`src/rtl/dec_alu_pkg.sv`:
```
package dec_alu_pkg;
  localparam int DATA_W = 8;
  localparam int NIB_W  = DATA_W / 2;
  localparam int OP_W   = 4;

  typedef enum logic [OP_W-1:0] {
    OP_ADC = 4'd0, OP_SBC = 4'd1, OP_AND = 4'd2, OP_ORA = 4'd3,
    OP_EOR = 4'd4, OP_SHL = 4'd5, OP_SHR = 4'd6, OP_ROL = 4'd7,
    OP_ROR = 4'd8, OP_CMP = 4'd9, OP_INC = 4'd10, OP_DEC = 4'd11,
    OP_BIT = 4'd12
  } aluOp_e;

  typedef enum logic [1:0] {Y_OPND, Y_INV, Y_ZERO, Y_ONES} addY_e;
  typedef enum logic [1:0] {CI_FLAG, CI_ONE, CI_ZERO} cinSel_e;
  typedef enum logic [2:0] {SRC_ACC, SRC_SUM, SRC_BCD, SRC_LOGIC, SRC_SHIFT} src_e;
  typedef enum logic [1:0] {LG_AND, LG_OR, LG_XOR} logic_e;
  typedef enum logic [1:0] {SH_LEFT, SH_RIGHT, SH_ROL, SH_ROR} shift_e;
  typedef enum logic [1:0] {NZ_SUM, NZ_RESULT, NZ_BIT} nzSrc_e;
  typedef enum logic [1:0] {C_NONE, C_SUM, C_BCD, C_SHIFT} cSrc_e;

  typedef struct packed {
    logic    xFromOpnd;
    addY_e   ySel;
    cinSel_e cinSel;
    logic    bcdSub;
    src_e    src;
    logic_e  lg;
    shift_e  sh;
    nzSrc_e  nzSrc;
    cSrc_e   cSrc;
    logic    vFromBit;
    logic    nEn;
    logic    zEn;
    logic    cEn;
    logic    vEn;
  } strobes_t;
endpackage

```
`src/rtl/dec_alu_ctrl.sv`:
```
module dec_alu_ctrl
  import dec_alu_pkg::*;
(
  input  logic [OP_W-1:0] opSel,
  input  logic            decimalIn,
  output strobes_t        strobes
);
  always_comb begin
    strobes = '0;
    strobes.src = SRC_ACC;
    case (opSel)
      OP_ADC, OP_SBC: begin
        strobes.ySel   = (opSel == OP_SBC) ? Y_INV : Y_OPND;
        strobes.cinSel = CI_FLAG;
        strobes.bcdSub = (opSel == OP_SBC);
        strobes.src    = decimalIn ? SRC_BCD : SRC_SUM;
        strobes.nzSrc  = NZ_SUM;
        strobes.cSrc   = (decimalIn && opSel == OP_ADC) ? C_BCD : C_SUM;
        strobes.nEn = 1'b1; strobes.zEn = 1'b1;
        strobes.cEn = 1'b1; strobes.vEn = 1'b1;
      end
      OP_AND, OP_ORA, OP_EOR: begin
        strobes.src   = SRC_LOGIC;
        strobes.lg    = (opSel == OP_AND) ? LG_AND :
                        (opSel == OP_ORA) ? LG_OR : LG_XOR;
        strobes.nzSrc = NZ_RESULT;
        strobes.nEn = 1'b1; strobes.zEn = 1'b1;
      end
      OP_SHL, OP_SHR, OP_ROL, OP_ROR: begin
        strobes.src   = SRC_SHIFT;
        strobes.sh    = (opSel == OP_SHL) ? SH_LEFT :
                        (opSel == OP_SHR) ? SH_RIGHT :
                        (opSel == OP_ROL) ? SH_ROL : SH_ROR;
        strobes.nzSrc = NZ_RESULT;
        strobes.cSrc  = C_SHIFT;
        strobes.nEn = 1'b1; strobes.zEn = 1'b1; strobes.cEn = 1'b1;
      end
      OP_CMP: begin
        strobes.ySel   = Y_INV;
        strobes.cinSel = CI_ONE;
        strobes.src    = SRC_ACC;
        strobes.nzSrc  = NZ_SUM;
        strobes.cSrc   = C_SUM;
        strobes.nEn = 1'b1; strobes.zEn = 1'b1; strobes.cEn = 1'b1;
      end
      OP_INC, OP_DEC: begin
        strobes.xFromOpnd = 1'b1;
        strobes.ySel      = (opSel == OP_INC) ? Y_ZERO : Y_ONES;
        strobes.cinSel    = (opSel == OP_INC) ? CI_ONE : CI_ZERO;
        strobes.src       = SRC_SUM;
        strobes.nzSrc     = NZ_SUM;
        strobes.nEn = 1'b1; strobes.zEn = 1'b1;
      end
      OP_BIT: begin
        strobes.src      = SRC_ACC;
        strobes.nzSrc    = NZ_BIT;
        strobes.vFromBit = 1'b1;
        strobes.nEn = 1'b1; strobes.zEn = 1'b1; strobes.vEn = 1'b1;
      end
      default: ;
    endcase
  end
endmodule

```
`src/rtl/dec_alu_bcd.sv`:
```
module dec_alu_bcd
  import dec_alu_pkg::*;
(
  input  logic [DATA_W-1:0] accIn,
  input  logic [DATA_W-1:0] opndIn,
  input  logic              carryIn,
  input  logic              isSub,
  output logic [DATA_W-1:0] adjOut,
  output logic              carryOut
);
  localparam int DIG_W = NIB_W + 2;
  localparam logic [DIG_W-1:0] DIG_MAX = DIG_W'(9);
  localparam logic [DIG_W-1:0] DIG_FIX = DIG_W'(6);
  localparam logic [DIG_W-1:0] DIG_ONE = DIG_W'(1);

  logic [DIG_W-1:0] aLo, aHi, bLo, bHi, lo, hi;

  always_comb begin
    aLo = {2'b00, accIn[NIB_W-1:0]};
    aHi = {2'b00, accIn[DATA_W-1:NIB_W]};
    bLo = {2'b00, opndIn[NIB_W-1:0]};
    bHi = {2'b00, opndIn[DATA_W-1:NIB_W]};
    if (!isSub) begin
      lo = aLo + bLo + {{(DIG_W-1){1'b0}}, carryIn};
      hi = aHi + bHi;
      if (lo > DIG_MAX) begin
        lo = lo + DIG_FIX;
        hi = hi + DIG_ONE;
      end
      if (hi > DIG_MAX) hi = hi + DIG_FIX;
    end else begin
      lo = aLo - bLo - {{(DIG_W-1){1'b0}}, ~carryIn};
      hi = aHi - bHi;
      if (lo[NIB_W]) begin
        lo = lo - DIG_FIX;
        hi = hi - DIG_ONE;
      end
      if (hi[NIB_W]) hi = hi - DIG_FIX;
    end
    adjOut   = {hi[NIB_W-1:0], lo[NIB_W-1:0]};
    carryOut = hi[NIB_W];
  end
endmodule

```
`src/rtl/dec_alu_path.sv`:
```
module dec_alu_path
  import dec_alu_pkg::*;
(
  input  logic [DATA_W-1:0] accIn,
  input  logic [DATA_W-1:0] opndIn,
  input  logic              carryIn,
  input  strobes_t          strobes,
  output logic [DATA_W-1:0] resultOut,
  output logic              nOut,
  output logic              zOut,
  output logic              cOut,
  output logic              vOut
);
  localparam int MSB = DATA_W - 1;

  logic [DATA_W-1:0] addX, addY, logicRes, shiftRes, bcdRes;
  logic [DATA_W:0]   sum;
  logic              cinBit, sumV, shiftC, bcdC;
  logic              nRaw, zRaw, cRaw, vRaw;

  dec_alu_bcd u_bcd (
    .accIn    (accIn),
    .opndIn   (opndIn),
    .carryIn  (carryIn),
    .isSub    (strobes.bcdSub),
    .adjOut   (bcdRes),
    .carryOut (bcdC)
  );

  always_comb begin
    addX = strobes.xFromOpnd ? opndIn : accIn;
    case (strobes.ySel)
      Y_OPND:  addY = opndIn;
      Y_INV:   addY = ~opndIn;
      Y_ZERO:  addY = '0;
      default: addY = '1;
    endcase
    case (strobes.cinSel)
      CI_FLAG: cinBit = carryIn;
      CI_ONE:  cinBit = 1'b1;
      default: cinBit = 1'b0;
    endcase
    sum  = {1'b0, addX} + {1'b0, addY} + {{DATA_W{1'b0}}, cinBit};
    sumV = (addX[MSB] == addY[MSB]) && (sum[MSB] != addX[MSB]);
  end

  always_comb begin
    case (strobes.lg)
      LG_AND:  logicRes = accIn & opndIn;
      LG_OR:   logicRes = accIn | opndIn;
      default: logicRes = accIn ^ opndIn;
    endcase
  end

  always_comb begin
    case (strobes.sh)
      SH_LEFT:  begin shiftRes = {opndIn[MSB-1:0], 1'b0};    shiftC = opndIn[MSB]; end
      SH_RIGHT: begin shiftRes = {1'b0, opndIn[MSB:1]};      shiftC = opndIn[0];   end
      SH_ROL:   begin shiftRes = {opndIn[MSB-1:0], carryIn}; shiftC = opndIn[MSB]; end
      default:  begin shiftRes = {carryIn, opndIn[MSB:1]};   shiftC = opndIn[0];   end
    endcase
  end

  always_comb begin
    case (strobes.src)
      SRC_SUM:   resultOut = sum[DATA_W-1:0];
      SRC_BCD:   resultOut = bcdRes;
      SRC_LOGIC: resultOut = logicRes;
      SRC_SHIFT: resultOut = shiftRes;
      default:   resultOut = accIn;
    endcase

    case (strobes.nzSrc)
      NZ_SUM:    begin nRaw = sum[MSB];       zRaw = (sum[DATA_W-1:0] == '0); end
      NZ_RESULT: begin nRaw = resultOut[MSB]; zRaw = (resultOut == '0);       end
      default:   begin nRaw = opndIn[MSB];    zRaw = ((accIn & opndIn) == '0); end
    endcase

    case (strobes.cSrc)
      C_SUM:   cRaw = sum[DATA_W];
      C_BCD:   cRaw = bcdC;
      C_SHIFT: cRaw = shiftC;
      default: cRaw = 1'b0;
    endcase

    vRaw = strobes.vFromBit ? opndIn[MSB-1] : sumV;

    nOut = nRaw & strobes.nEn;
    zOut = zRaw & strobes.zEn;
    cOut = cRaw & strobes.cEn;
    vOut = vRaw & strobes.vEn;
  end
endmodule

```
`src/rtl/dec_alu.sv`:
```
module dec_alu
  import dec_alu_pkg::*;
(
  input  logic [7:0] accIn,
  input  logic [7:0] opndIn,
  input  logic [3:0] opSel,
  input  logic       carryIn,
  input  logic       decimalIn,
  output logic [7:0] resultOut,
  output logic       nOut,
  output logic       zOut,
  output logic       cOut,
  output logic       vOut,
  output logic       nEn,
  output logic       zEn,
  output logic       cEn,
  output logic       vEn
);
  strobes_t strobes;

  dec_alu_ctrl u_ctrl (
    .opSel     (opSel),
    .decimalIn (decimalIn),
    .strobes   (strobes)
  );

  dec_alu_path u_path (
    .accIn     (accIn),
    .opndIn    (opndIn),
    .carryIn   (carryIn),
    .strobes   (strobes),
    .resultOut (resultOut),
    .nOut      (nOut),
    .zOut      (zOut),
    .cOut      (cOut),
    .vOut      (vOut)
  );

  assign nEn = strobes.nEn;
  assign zEn = strobes.zEn;
  assign cEn = strobes.cEn;
  assign vEn = strobes.vEn;
endmodule

```
`config.mk`:
```
export PLATFORM = sky130hd
export DESIGN_NAME = dec_alu
export DESIGN_NICKNAME = d
export VERILOG_FILES = /design/src/rtl/dec_alu_pkg.sv /design/src/rtl/dec_alu_ctrl.sv /design/src/rtl/dec_alu_bcd.sv /design/src/rtl/dec_alu_path.sv /design/src/rtl/dec_alu.sv
export SDC_FILE = /design/constraint.sdc
export NUM_CORES = 1
export LEC_CHECK = 0
export CORE_MARGIN = 8
export CORE_UTILIZATION = 60
export DETAILED_ROUTE_END_ITERATION = 7
export PLACE_DENSITY = 0.87
export SYNTH_ARGS = -nofsm -noshare
export SYNTH_HDL_FRONTEND = slang
export SYNTH_SLANG_ARGS = --single-unit
```
`constraint.sdc`:
```
create_clock -name vclk -period 26.3
set_input_delay 7.89 -clock vclk [all_inputs]
set_output_delay 7.89 -clock vclk [all_outputs]
set_load 0.05 [all_outputs]
```
==> metrics.md <==
| Metric | Value |
|---|---|
| Status | `finished, final reports clean` |
| Total placed cells including tap cells | `510` |
| # setup viols final | `0` |
| Top-Level Pins | `38` |
| Die X | `about 86 microns` |
| Number of cells on the critical path | `14` |
| Sw frac | `between 60% and 70%` |
| CP cell instances | `clkdlybuf4s50_1 -> nand3b_1 -> nand2_1 -> o21ai_0 -> fa_1 -> a211oi_1 -> o21bai_1 -> a2111oi_0 -> o21a_1 -> nor3_1 -> o22a_1 -> a31o_2 -> o41ai_2 -> clkdlybuf4s50_1` |
| First-pass GRT wire length | `around 15 mm` |
| Final net count | `514` |
| Largest net degree at the start of global routing | `32` |
| Worst path most repeated cell | `clkdlybuf4s50_1` |
| FMAX | `46.82 MHz` |
| Period utilization | `about four fifths` |
| Critical Path AT | `between 10000 and 15000 ps` |
| Starting Density | `between 60% and 70%` |
| Commonest non-fill, non-tap cell in the layout | `nor2_1` |
| Clock buf count | `0` |
| Setup CP Type | `in2out` |
| Place WS | `5023 ps` |
| RSZ-0062 raised after global routing | `false` |
| Register share of total power | `0%` |
| Seq Cell Count | `0` |
| Slowest-stage cell, CP | `clkdlybuf4s50_1` |
| Initial antenna violation count | `0` |
| Least-Margin Pin Slew | `roughly 1100 ps` |
| Sequential fraction of the synthesis area | `0%` |
| Gr usage total | `approximately a quarter` |
| Final wirelength | `around 9.5 mm` |
| Buffers on Ports | `38` |
| Total leakage power | `roughly 1.4 nW` |
| Multi-input combinational cell area | `2714 sq um` |
| Worst-path maximum fanout | `31` |
| Most frequent cells in the layout | `49 x nor2_1, 39 x ha_1, 38 x clkdlybuf4s50_1` |
| Critical Path Start Type | `input pin` |
| P_int | `between 0.00004 and 0.00005 W` |
| Combinational fraction of design power | `between 90% and 100%` |
| Sequential cell area | `0 sq um` |
| Die Area | `7376 sq um` |
| Hold buffers post-CTS | `0` |
| Sum of negative setup slack | `0 ps` |
| DR iter-0 viols | `around 350` |
| Top cell family by delay on the critical path | `compound AO/OA/AOI/OAI gates` |
| Routed len/inst | `~19 microns` |
| Ant diodes | `0` |
| Pwr Density | `about 33 nW/um^2` |
| Remaining Overflow, GRT | `0` |
| Die H | `85.89 microns` |
| FILL cells | `between 400 and 500` |
| Final min period | `between 20000 and 25000 ps` |
| Via count | `between 3000 and 4000` |
| Final Hold Fails | `0` |
| Avg Cell Area, Syn | `between 6 and 7 sq um` |
| Synth unique cells | `67` |
| Setup Fix Bufs, Post-CTS | `0` |
| TritonRoute pass-1 iters | `5` |
| Critical path's largest stage delay | `about 1100 ps` |
| Post-Synthesis Cells | `around 420` |
| Worst path bufs/invs | `2` |
| WHS Path Cells | `3` |
| HP Class | `in2out` |
| Post-DR vias/cell | `between 6 and 7` |
| # rows | `25` |
| Clock share of power | `0%` |
| Mapped cell area | `around 3000 sq um` |
| Ratio of cells with drive above 1 in the final layout | `2.709%` |
| Vias in the first global route | `~3100` |
| HPWL Detailed | `around 7.7 mm` |
| Slack of the critical path | `~4900 ps` |
| Slew Limit Fails | `0` |
| Final Non-Filler Cells | `510` |
| Core footprint | `around 4700 sq um` |
| Synth warnings | `0` |
| Post-CTS Resized | `0` |
| Worst Path Required | `roughly 18000 ps` |
| Slew margin rel. | `24.84%` |
| DRT antenna net count | `0` |
| Synthesized net count | `about 490` |
| Sw power | `0.00006619 W` |
| CP endpoint kind | `output port` |
| VDD IR-drop max | `about 0.025 mV` |
| DRC | `0` |
| Placer Congestion | `0.9380` |
| Area Growth Syn to Fin | `12.94%` |
| Max-cap check violation count | `0` |
-- routing by layer --
metal	share of wire (%)	up-vias	wire length, microns	track usage (%)
li1	-	1608	-	-
met1	45	1559	4232	33.78
met2	45	192	4287	40.94
met3	8.3	24	792	2.483
met4	1.9	0	182	5.414
met5	0	-	0	0
-- final timing paths --
path                           end     start  slack (ps)
worst min-delay path  resultOut[0]  accIn[0]       17250
worst max-delay path          zOut  opSel[3]        4940
-- synthesized netlist by cell type, types with 7 or more instances --
master / number / area, sq um
nor2_1: 49 / 183.9
ha_1: 39 / 488.0
nand2_1: 36 / 135.1
inv_1: 33 / 123.9
o21ai_0: 31 / 155.2
a21oi_1: 25 / 125.1
nor2b_1: 14 / 87.58
xnor2_1: 14 / 122.6
nor3_1: 13 / 65.06
a221oi_1: 10 / 87.58
clkbuf_1: 10 / 37.54
xor2_1: 9 / 78.83
fa_1: 8 / 160.2
a22o_1: 7 / 61.31
-- tightest hold or removal path, delay by kind of cell --
| family | cells | cell delay (ps) |
|---|---|---|
| compound gates | 1 | 240 |
| buf+inv | 2 | 1220 |
-- cell type report --
class	count	share of cell area (%)
repair buffers	39	11.72
well taps	67	2.533
inverters	33	3.743
multi-input cells	371	82.00
-- kinds of logic (layout without fill, tap and decap cells) --
logic type	Yosys count	in the layout	synth area share, %
xor gates and xnor gates	24	24	7.643
AOI/OAI and AO/OA	147	147	36.47
muxes	4	4	1.366
buffers and inverters	52	72	7.387
adders and majority gates	47	47	22.12
and+or+nand+nor	149	149	25.02
-- per-stage QoR --
stage                     hold slack [ps]    power, W  util [%]  cell area, sq um
final                               17250   0.0001089     70.07              3309
after global placement              17220   0.0001045     70.07              3309
after detailed placement            17210   0.0001068     70.07              3309
after global routing                17240   0.0001177     70.07              3309
after floorplan                     16100  0.00007863         -              2930
after CTS                           17210   0.0001073     70.07              3309
-- power groups by stage --
stage,combinational [W],sequential [W],clock (W)
floorplan,0.0000786,0,0
global placement,0.000105,0,0
detailed placement,0.000107,0,0
CTS,0.000107,0,0
global route,0.000118,0,0
finish,0.000109,0,0
(Power assumes the default switching activity.)
